## config.mk

```make
export PLATFORM = sky130hd
export DESIGN_NAME = cfi_geom_engine
export DESIGN_NICKNAME = d
export VERILOG_FILES = /design/src/rtl/cfi_geom_pkg.sv /design/src/rtl/cfi_bus_port.sv /design/src/rtl/cfi_region_store.sv /design/src/rtl/cfi_capacity_sum.sv /design/src/rtl/cfi_geom_engine.sv
export SDC_FILE = /design/constraint.sdc
export NUM_CORES = 2
export LEC_CHECK = 0
export BUFFER_PORTS_ARGS = -buffer_cell sky130_fd_sc_hd__buf_2
export CAP_MARGIN = 40
export CELL_PAD_IN_SITES_DETAIL_PLACEMENT = 1
export CELL_PAD_IN_SITES_GLOBAL_PLACEMENT = 1
export CORE_MARGIN = 2
export CORE_UTILIZATION = 54
export DETAILED_ROUTE_END_ITERATION = 10
export PLACE_DENSITY_LB_ADDON = 0.1
export SLEW_MARGIN = 20
export SYNTH_ARGS = -nofsm -noshare
export SYNTH_HDL_FRONTEND = slang
export SYNTH_SLANG_ARGS = --single-unit
```

## constraint.sdc

```tcl
create_clock -name clk -period 23.3 [get_ports clk]
set_input_delay 1.165 -clock clk [delete_from_list [all_inputs] [get_ports clk]]
set_output_delay 1.165 -clock clk [all_outputs]
set_load 0.02 [all_outputs]
```

## src/rtl/cfi_geom_pkg.sv

```systemverilog
package cfi_geom_pkg;

   typedef enum logic [2:0] {
      ST_IDLE,
      ST_ENTER,
      ST_SIG,
      ST_SIZE,
      ST_NREG,
      ST_DESC,
      ST_EXIT
   } seq_state_t;

   localparam int WA_W = 8;

   localparam logic [WA_W-1:0] WA_QUERY_CMD = 8'h55;
   localparam logic [WA_W-1:0] WA_SIG_BASE  = 8'h10;
   localparam logic [WA_W-1:0] WA_SIZE_EXP  = 8'h27;
   localparam logic [WA_W-1:0] WA_REG_COUNT = 8'h2C;
   localparam logic [WA_W-1:0] WA_DESC_BASE = 8'h2D;
   localparam logic [WA_W-1:0] WA_READ_MODE = 8'h00;

   localparam logic [15:0] CMD_QUERY     = 16'h0098;
   localparam logic [15:0] CMD_READ_MODE = 16'h00F0;

   function automatic logic [15:0] sig_word(input logic [1:0] pos);
      case (pos)
         2'd0:    sig_word = 16'h0051;
         2'd1:    sig_word = 16'h0052;
         default: sig_word = 16'h0059;
      endcase
   endfunction

endpackage

```

## src/rtl/cfi_bus_port.sv

```systemverilog
module cfi_bus_port #(
   parameter int ADDR_W = 24,
   parameter int WA_W   = 8
) (
   input  logic              clk,
   input  logic              rst_n,
   input  logic              req,
   input  logic              req_wr,
   input  logic [WA_W-1:0]   req_waddr,
   input  logic [15:0]       req_wdata,
   output logic              ack,
   output logic [15:0]       rdata,
   output logic [ADDR_W-1:0] bus_addr,
   output logic [15:0]       bus_wdata,
   output logic              bus_wr,
   output logic              bus_rd,
   input  logic [15:0]       bus_rdata,
   input  logic              bus_ready
);

   logic active;
   assign active = bus_wr | bus_rd;

   always_ff @(posedge clk or negedge rst_n) begin
      if (!rst_n) begin
         bus_addr  <= '0;
         bus_wdata <= '0;
         bus_wr    <= 1'b0;
         bus_rd    <= 1'b0;
         ack       <= 1'b0;
         rdata     <= '0;
      end else begin
         ack <= 1'b0;
         if (active) begin
            if (bus_ready) begin
               bus_wr <= 1'b0;
               bus_rd <= 1'b0;
               ack    <= 1'b1;
               if (bus_rd) rdata <= bus_rdata;
            end
         end else if (req && !ack) begin
            bus_wr    <= req_wr;
            bus_rd    <= !req_wr;
            bus_addr  <= ADDR_W'({req_waddr, 1'b0});
            bus_wdata <= req_wdata;
         end
      end
   end

endmodule

```

## src/rtl/cfi_region_store.sv

```systemverilog
module cfi_region_store #(
   parameter int MAX_REGIONS = 4,
   parameter int CNT_W       = 17,
   parameter int SEC_W       = 24,
   localparam int RI_W       = (MAX_REGIONS > 1) ? $clog2(MAX_REGIONS) : 1
) (
   input  logic                         clk,
   input  logic                         rst_n,
   input  logic                         clear,
   input  logic                         wr_en,
   input  logic [RI_W-1:0]              wr_region,
   input  logic [1:0]                   wr_field,
   input  logic [7:0]                   wr_byte,
   output logic [MAX_REGIONS*CNT_W-1:0] blocks_flat,
   output logic [MAX_REGIONS*SEC_W-1:0] sector_flat
);

   for (genvar g = 0; g < MAX_REGIONS; g++) begin : g_region
      logic [7:0] cnt_lo, cnt_hi, sz_lo, sz_hi;
      logic       loaded;
      logic       hit;

      assign hit = wr_en && (wr_region == RI_W'(g));

      always_ff @(posedge clk or negedge rst_n) begin
         if (!rst_n) begin
            cnt_lo <= '0;
            cnt_hi <= '0;
            sz_lo  <= '0;
            sz_hi  <= '0;
            loaded <= 1'b0;
         end else if (clear) begin
            cnt_lo <= '0;
            cnt_hi <= '0;
            sz_lo  <= '0;
            sz_hi  <= '0;
            loaded <= 1'b0;
         end else if (hit) begin
            case (wr_field)
               2'd0: cnt_lo <= wr_byte;
               2'd1: cnt_hi <= wr_byte;
               2'd2: sz_lo  <= wr_byte;
               default: begin
                  sz_hi  <= wr_byte;
                  loaded <= 1'b1;
               end
            endcase
         end
      end

      assign blocks_flat[g*CNT_W +: CNT_W] =
         loaded ? (CNT_W'({cnt_hi, cnt_lo}) + CNT_W'(1)) : '0;
      assign sector_flat[g*SEC_W +: SEC_W] =
         loaded ? SEC_W'({sz_hi, sz_lo, 8'h00}) : '0;
   end

endmodule

```

## src/rtl/cfi_capacity_sum.sv

```systemverilog
module cfi_capacity_sum #(
   parameter int MAX_REGIONS = 4,
   parameter int CNT_W       = 17,
   parameter int SEC_W       = 24,
   parameter int TOT_W       = 48
) (
   input  logic [MAX_REGIONS*CNT_W-1:0] blocks_flat,
   input  logic [MAX_REGIONS*SEC_W-1:0] sector_flat,
   input  logic [7:0]                   size_log2,
   output logic [TOT_W-1:0]             total,
   output logic                         match
);

   logic [TOT_W-1:0] prod [MAX_REGIONS];
   logic [TOT_W-1:0] declared;

   for (genvar g = 0; g < MAX_REGIONS; g++) begin : g_prod
      assign prod[g] = TOT_W'(blocks_flat[g*CNT_W +: CNT_W])
                     * TOT_W'(sector_flat[g*SEC_W +: SEC_W]);
   end

   always_comb begin
      total = '0;
      for (int i = 0; i < MAX_REGIONS; i++) total = total + prod[i];
   end

   always_comb begin
      if (32'(size_log2) < TOT_W) declared = TOT_W'(1) << size_log2;
      else                        declared = '0;
   end

   assign match = (declared != '0) && (total == declared);

endmodule

```

## src/rtl/cfi_geom_engine.sv

```systemverilog
module cfi_geom_engine
   import cfi_geom_pkg::*;
#(
   parameter int ADDR_W      = 24,
   parameter int MAX_REGIONS = 4,
   parameter int CNT_W       = 17,
   parameter int SEC_W       = 24,
   parameter int TOT_W       = 48
) (
   input  logic                         clk,
   input  logic                         rst_n,
   input  logic                         start,
   output logic [ADDR_W-1:0]            bus_addr,
   output logic [15:0]                  bus_wdata,
   output logic                         bus_wr,
   output logic                         bus_rd,
   input  logic [15:0]                  bus_rdata,
   input  logic                         bus_ready,
   output logic                         done,
   output logic                         valid,
   output logic                         err,
   output logic [7:0]                   dev_size_log2,
   output logic [7:0]                   region_count,
   output logic [MAX_REGIONS*CNT_W-1:0] region_blocks,
   output logic [MAX_REGIONS*SEC_W-1:0] region_sector_bytes,
   output logic [TOT_W-1:0]             total_bytes
);

   localparam int RI_W = (MAX_REGIONS > 1) ? $clog2(MAX_REGIONS) : 1;
   localparam int SUM_W = CNT_W + SEC_W + RI_W + 1;

   if (MAX_REGIONS < 1 || MAX_REGIONS > 8) begin : g_chk_regions
      $error("MAX_REGIONS must lie in 1..8");
   end
   if (CNT_W < 17) begin : g_chk_cnt
      $error("CNT_W must hold a 16-bit field plus one");
   end
   if (SEC_W < 24) begin : g_chk_sec
      $error("SEC_W must hold 256 times a 16-bit field");
   end
   if (TOT_W < SUM_W) begin : g_chk_tot
      $error("TOT_W too narrow for the summed capacity");
   end
   if (ADDR_W < WA_W + 1) begin : g_chk_addr
      $error("ADDR_W too narrow for the doubled word address");
   end

   seq_state_t      state;
   logic [1:0]      sig_idx;
   logic [RI_W-1:0] reg_idx;
   logic [1:0]      field_idx;
   logic            fail;
   logic [7:0]      nreg_q;
   logic [7:0]      nlog_q;

   logic            req, req_wr, ack;
   logic [WA_W-1:0] req_waddr;
   logic [15:0]     req_wdata, rdata;
   logic            cap_match;
   logic            sig_miss;

   always_comb begin
      req       = (state != ST_IDLE);
      req_wr    = (state == ST_ENTER) || (state == ST_EXIT);
      req_wdata = (state == ST_ENTER) ? CMD_QUERY : CMD_READ_MODE;
      case (state)
         ST_ENTER: req_waddr = WA_QUERY_CMD;
         ST_SIG:   req_waddr = WA_SIG_BASE + WA_W'(sig_idx);
         ST_SIZE:  req_waddr = WA_SIZE_EXP;
         ST_NREG:  req_waddr = WA_REG_COUNT;
         ST_DESC:  req_waddr = WA_DESC_BASE + WA_W'({reg_idx, 2'b00}) + WA_W'(field_idx);
         default:  req_waddr = WA_READ_MODE;
      endcase
   end

   assign sig_miss = (rdata != sig_word(sig_idx));

   always_ff @(posedge clk or negedge rst_n) begin
      if (!rst_n) begin
         state     <= ST_IDLE;
         sig_idx   <= '0;
         reg_idx   <= '0;
         field_idx <= '0;
         fail      <= 1'b0;
         nreg_q    <= '0;
         nlog_q    <= '0;
         done      <= 1'b0;
         valid     <= 1'b0;
         err       <= 1'b0;
      end else begin
         done <= 1'b0;
         case (state)
            ST_IDLE: begin
               if (start) begin
                  state     <= ST_ENTER;
                  sig_idx   <= '0;
                  reg_idx   <= '0;
                  field_idx <= '0;
                  fail      <= 1'b0;
                  nreg_q    <= '0;
                  nlog_q    <= '0;
                  valid     <= 1'b0;
                  err       <= 1'b0;
               end
            end
            ST_ENTER: if (ack) state <= ST_SIG;
            ST_SIG: begin
               if (ack) begin
                  sig_idx <= sig_idx + 2'd1;
                  if (sig_miss) fail <= 1'b1;
                  if (sig_idx == 2'd2)
                     state <= (fail || sig_miss) ? ST_EXIT : ST_SIZE;
               end
            end
            ST_SIZE: begin
               if (ack) begin
                  nlog_q <= rdata[7:0];
                  state  <= ST_NREG;
               end
            end
            ST_NREG: begin
               if (ack) begin
                  nreg_q <= rdata[7:0];
                  if (rdata[7:0] == 8'd0 || rdata[7:0] > 8'(MAX_REGIONS)) begin
                     fail  <= 1'b1;
                     state <= ST_EXIT;
                  end else begin
                     state <= ST_DESC;
                  end
               end
            end
            ST_DESC: begin
               if (ack) begin
                  field_idx <= field_idx + 2'd1;
                  if (field_idx == 2'd3) begin
                     if (8'(reg_idx) == nreg_q - 8'd1) state <= ST_EXIT;
                     else reg_idx <= reg_idx + RI_W'(1);
                  end
               end
            end
            ST_EXIT: begin
               if (ack) begin
                  state <= ST_IDLE;
                  done  <= 1'b1;
                  valid <= !fail && cap_match;
                  err   <= fail || !cap_match;
               end
            end
            default: state <= ST_IDLE;
         endcase
      end
   end

   cfi_bus_port #(
      .ADDR_W (ADDR_W),
      .WA_W   (WA_W)
   ) i_bus_port (
      .clk       (clk),
      .rst_n     (rst_n),
      .req       (req),
      .req_wr    (req_wr),
      .req_waddr (req_waddr),
      .req_wdata (req_wdata),
      .ack       (ack),
      .rdata     (rdata),
      .bus_addr  (bus_addr),
      .bus_wdata (bus_wdata),
      .bus_wr    (bus_wr),
      .bus_rd    (bus_rd),
      .bus_rdata (bus_rdata),
      .bus_ready (bus_ready)
   );

   cfi_region_store #(
      .MAX_REGIONS (MAX_REGIONS),
      .CNT_W       (CNT_W),
      .SEC_W       (SEC_W)
   ) i_region_store (
      .clk         (clk),
      .rst_n       (rst_n),
      .clear       (start && state == ST_IDLE),
      .wr_en       (ack && state == ST_DESC),
      .wr_region   (reg_idx),
      .wr_field    (field_idx),
      .wr_byte     (rdata[7:0]),
      .blocks_flat (region_blocks),
      .sector_flat (region_sector_bytes)
   );

   cfi_capacity_sum #(
      .MAX_REGIONS (MAX_REGIONS),
      .CNT_W       (CNT_W),
      .SEC_W       (SEC_W),
      .TOT_W       (TOT_W)
   ) i_capacity_sum (
      .blocks_flat (region_blocks),
      .sector_flat (region_sector_bytes),
      .size_log2   (nlog_q),
      .total       (total_bytes),
      .match       (cap_match)
   );

   assign dev_size_log2 = nlog_q;
   assign region_count  = nreg_q;

endmodule

```

==> implementation parameters <==
Parameter                              Value

Floorplanning
  Die width ... ~310 um
  Die boundary height ... just over 300 um
  Initial core utilization ... a little over half
  Number of I/O pins ... ~300
  CORE AREA ... ~0.090 mm2
  Rows ... 110
  Die area ... between 0.09 and 0.1 mm2

Setup path
  Worst reg-to-reg setup slack ... between 7 and 8 ns
  Worst path most repeated cell ... fa_1
  Capturing element type of the critical path ... output pin
  Critical setup path kind ... reg -> out
  Cell with the biggest individual delay on the critical path ... fa_1
  Worst EP arrival ... 15.24 ns
  Required time of the critical path ... approximately 22 ns
  Largest stage delay on the critical path ... between 0.6 and 0.7 ns
  Maximum fanout along the worst path ... 10
  Worst reg2reg startpoint ... i_region_store.g_region[0].cnt_lo[3]
  First element of the critical path ... i_region_store.g_region[0].cnt_lo[3]
  Category of the worst setup path launch point ... flip-flop

CTS
  Worst-case clock buffer depth ... 2
  Skew-Pair Late Insertion Delay ... 0.49 ns
  Post-CTS sizing ... 0
  Clock transition time at the flip-flop clock pins of the worst setup and hold paths ... roughly 0.08 ns
  Hold_buf cts ... 0
  Number of CTS-inserted buffers ... 17
  Postcts setup bufs ... 0
  Clock tree from TritonCTS ... yes
  Number of levels the H-tree was split into ... 4
  CTS root buf ... clkbuf_16
  Sinks on the clock net ... approximately 190

Global route
  All-layer global routing usage ... between 30% and 40%
  Maximum number of pins on one net before global-route repair ... around 130
  Wire length of the first global-routing pass ... about 270000 um
  Number of antenna violations at the first check in global routing ... 5
  Via count of the first global-routing pass ... between 40000 and 50000
  Global-route congestion overflow total ... 0

Synthesis
  Area fraction of the dominant cell type after synthesis ... between 40% and 50%
  Post-synthesis average cell area ... just under 9 um2
  Synthesized area ... 0.0494 mm2
  Largest area contributor in the synthesized netlist ... fa_1
  Synthesized instance count ... 5602
  Share of async-settable or async-resettable flops after synthesis ... 100%
  Number of synthesized flops with an enable pin ... 0
  Register bit total from synthesis ... 189
  Synth top area cells ... fa_1 40%, ha_1 11%, dfrtp_1 9.6%, inv_1 9.1%, and3_1 6.2%
  Top_reg_cell synth ... dfrtp_1
  Syn. warnings ... 0
  Count leader, synth ... inv_1
  Commonest cells post-synth ... 1196 x inv_1, 993 x fa_1, 760 x nand2_1
  Portion of the post-synthesis area used by sequential elements ... approximately a tenth
  Number of different library cells in the post-synthesis netlist ... a little under 80

Timing
  Minimum clock period after layout ... roughly 16 ns
  Part of the cycle the worst path needs ... between 70% and 80%
  Setup repair after global routing missed its margin ... no
  Setup violation total in the final timing report ... 0
  Clock Skews ... ~0.025 ns
  Least-Margin Pin Slew ... around 0.9 ns
  Min Hold Slack ... 0.488 ns
  Maximum operating frequency ... slightly above 0.06 GHz
  Number of max-slew violations in the final report ... 0
  Setup TNS Final ... 0 ns
  Final hold violation count ... 0
  Worst slew margin relative to its limit ... between 30 and 40%

Layout
  Area delta synth->final ... 5.64%
  Core utilization of the finished layout ... about 58%
  Post-route non-filler standard cell count ... slightly below 7000
  FILL cells ... 10700
  Final nets ... just over 7000
  Fraction of final layout cells sized beyond drive strength 1 ... 7.15%
  Antenna cells ... 0

Pwr
  Static Leakage ... between 20 and 30 nW
  Design Power ... between 0.0015 and 0.002 W
  Pwr/cell area ... 37.4 mW/mm2
  Max VDD drop ... 0.0810 mV

Route
  Routed wirelength normalized by instance count ... approximately 26 um
  Total Wirelength ... about 170000 um
  TritonRoute pass-1 iters ... 5
  Drt first-iter violations ... around 3500
  Vias per std cell ... a little under 6
  DR vias ... 40000
  Remaining number of nets flagged by the antenna check after routing ... 0
  DR DRC count ... 0

Hold path
  Startpoint of the tightest hold check path ... i_bus_port.bus_addr[4]
  Class of the tightest hold or removal check ... reg -> reg

Placed design
  Number of buffers added on ports ... 221
  Placer congestion estimate ... between 0.9 and 1
  Inst Count DP ... slightly below 7000
  Sum of net half-perimeters after detailed placement ... approximately 140000 um

Outcome
  Result of the run ... finished, final reports clean

Run
  Number of violations of the max-capacitance limit ... 0
stage by stage:
stage                     cell area, um2  setup slack (ns)
after CTS                          52100              7.02
final                              52200              6.89
after detailed placement           51400              7.60
after floorplan                    49700              9.11
after global routing               52200              5.92
after global placement             51100              7.94
where the power goes:
group	total, W	internal [W]	switching (W)
combinational	0.000888	0.000258	0.000630
sequential	0.000735	0.000440	0.000295
clock	0.000330	0.000159	0.000171
total	0.00195	0.000858	0.00110
metal layers:
layer | wire, um | GRT usage [%] | vias to the layer above | part of all wire, %
li1 | - | - | 17000 | -
met1 | 71400 | 52.9 | 20800 | 41
met2 | 77700 | 58.2 | 1833 | 45
met3 | 19200 | 11.0 | 301 | 11
met4 | 6130 | 12.4 | 2 | 3.5
met5 | 12 | 0 | - | 0.0069
area by class of cell:
class	count	area, um2	area share [%]
multi-input combinational	3901	38800	74.2
sequential	189	4740	9.07
inverter	1196	4490	8.60
timing repair buffer	331	2130	4.08
tap	1176	1470	2.82
clock buffer	18	439	0.841
clock inverter	14	188	0.359
cell families (layout without fill, tap and decap cells):
family	after synthesis	count (layout)	synth area share [%]
flops	189	189	9.57
xor+xnor	135	135	2.42
mux	32	32	0.698
compound gates	431	431	5.27
other cells	1	71	0.00758
fa+ha+maj	1422	1422	51.1
buf+inv	1582	1559	12.6
simple gates	1810	1810	18.4
worst paths after layout:
| path | end | depth (start not counted) |
|---|---|---|
| hold / removal | i_bus_port.bus_addr[4] | 1 |
| hold reg to reg | i_bus_port.bus_addr[4] | 1 |
| setup reg to reg | err | 52 |
| setup / recovery | total_bytes[36] | 50 |
| max in group asynchronous | i_region_store.g_region[0].loaded | 2 |
| min in group asynchronous | err | 1 |
critical path, delay by kind of cell, from the launching register on:
kind,cells,cell delay [ns]
adder cells (fa/ha/maj),16,7.94
AND/OR/NAND/NOR,11,2.34
AO/OA/AOI/OAI,9,2.18
XOR/XNOR,3,1.09
buffers and inverters,11,0.76
flip-flops,1,0.44
registers in the layout (all words and copies together) (netlist names), 2 cells and up:
register / cells
dev_size_log2: 8
field_idx: 2
i_bus_port.bus_addr: 6
i_bus_port.bus_wdata: 3
i_bus_port.rdata: 16
i_region_store.g_region.cnt_hi: 32
i_region_store.g_region.cnt_lo: 32
i_region_store.g_region.loaded: 4
i_region_store.g_region.sz_hi: 32
i_region_store.g_region.sz_lo: 32
reg_idx: 2
region_count: 8
sig_idx: 2
state: 3
layout by cell type (no fill, tap or decap), drive strengths merged, types with 13 or more instances in the layout:
cell type	instances
inv	1204
xor2	42
a21o	23
nand4	22
ha	429
xnor2	92
clkbuf	22
conb	71
dfrtp	189
and2	213
a31oi	14
mux2	20
o21a	18
nand2b	20
a21oi	117
buf	326
nor3	28
and3	492
nand3	77
o21ai	167
nand2	761
nor2	119
or3	13
fa	993
Power figures use the tool's default switching activity.
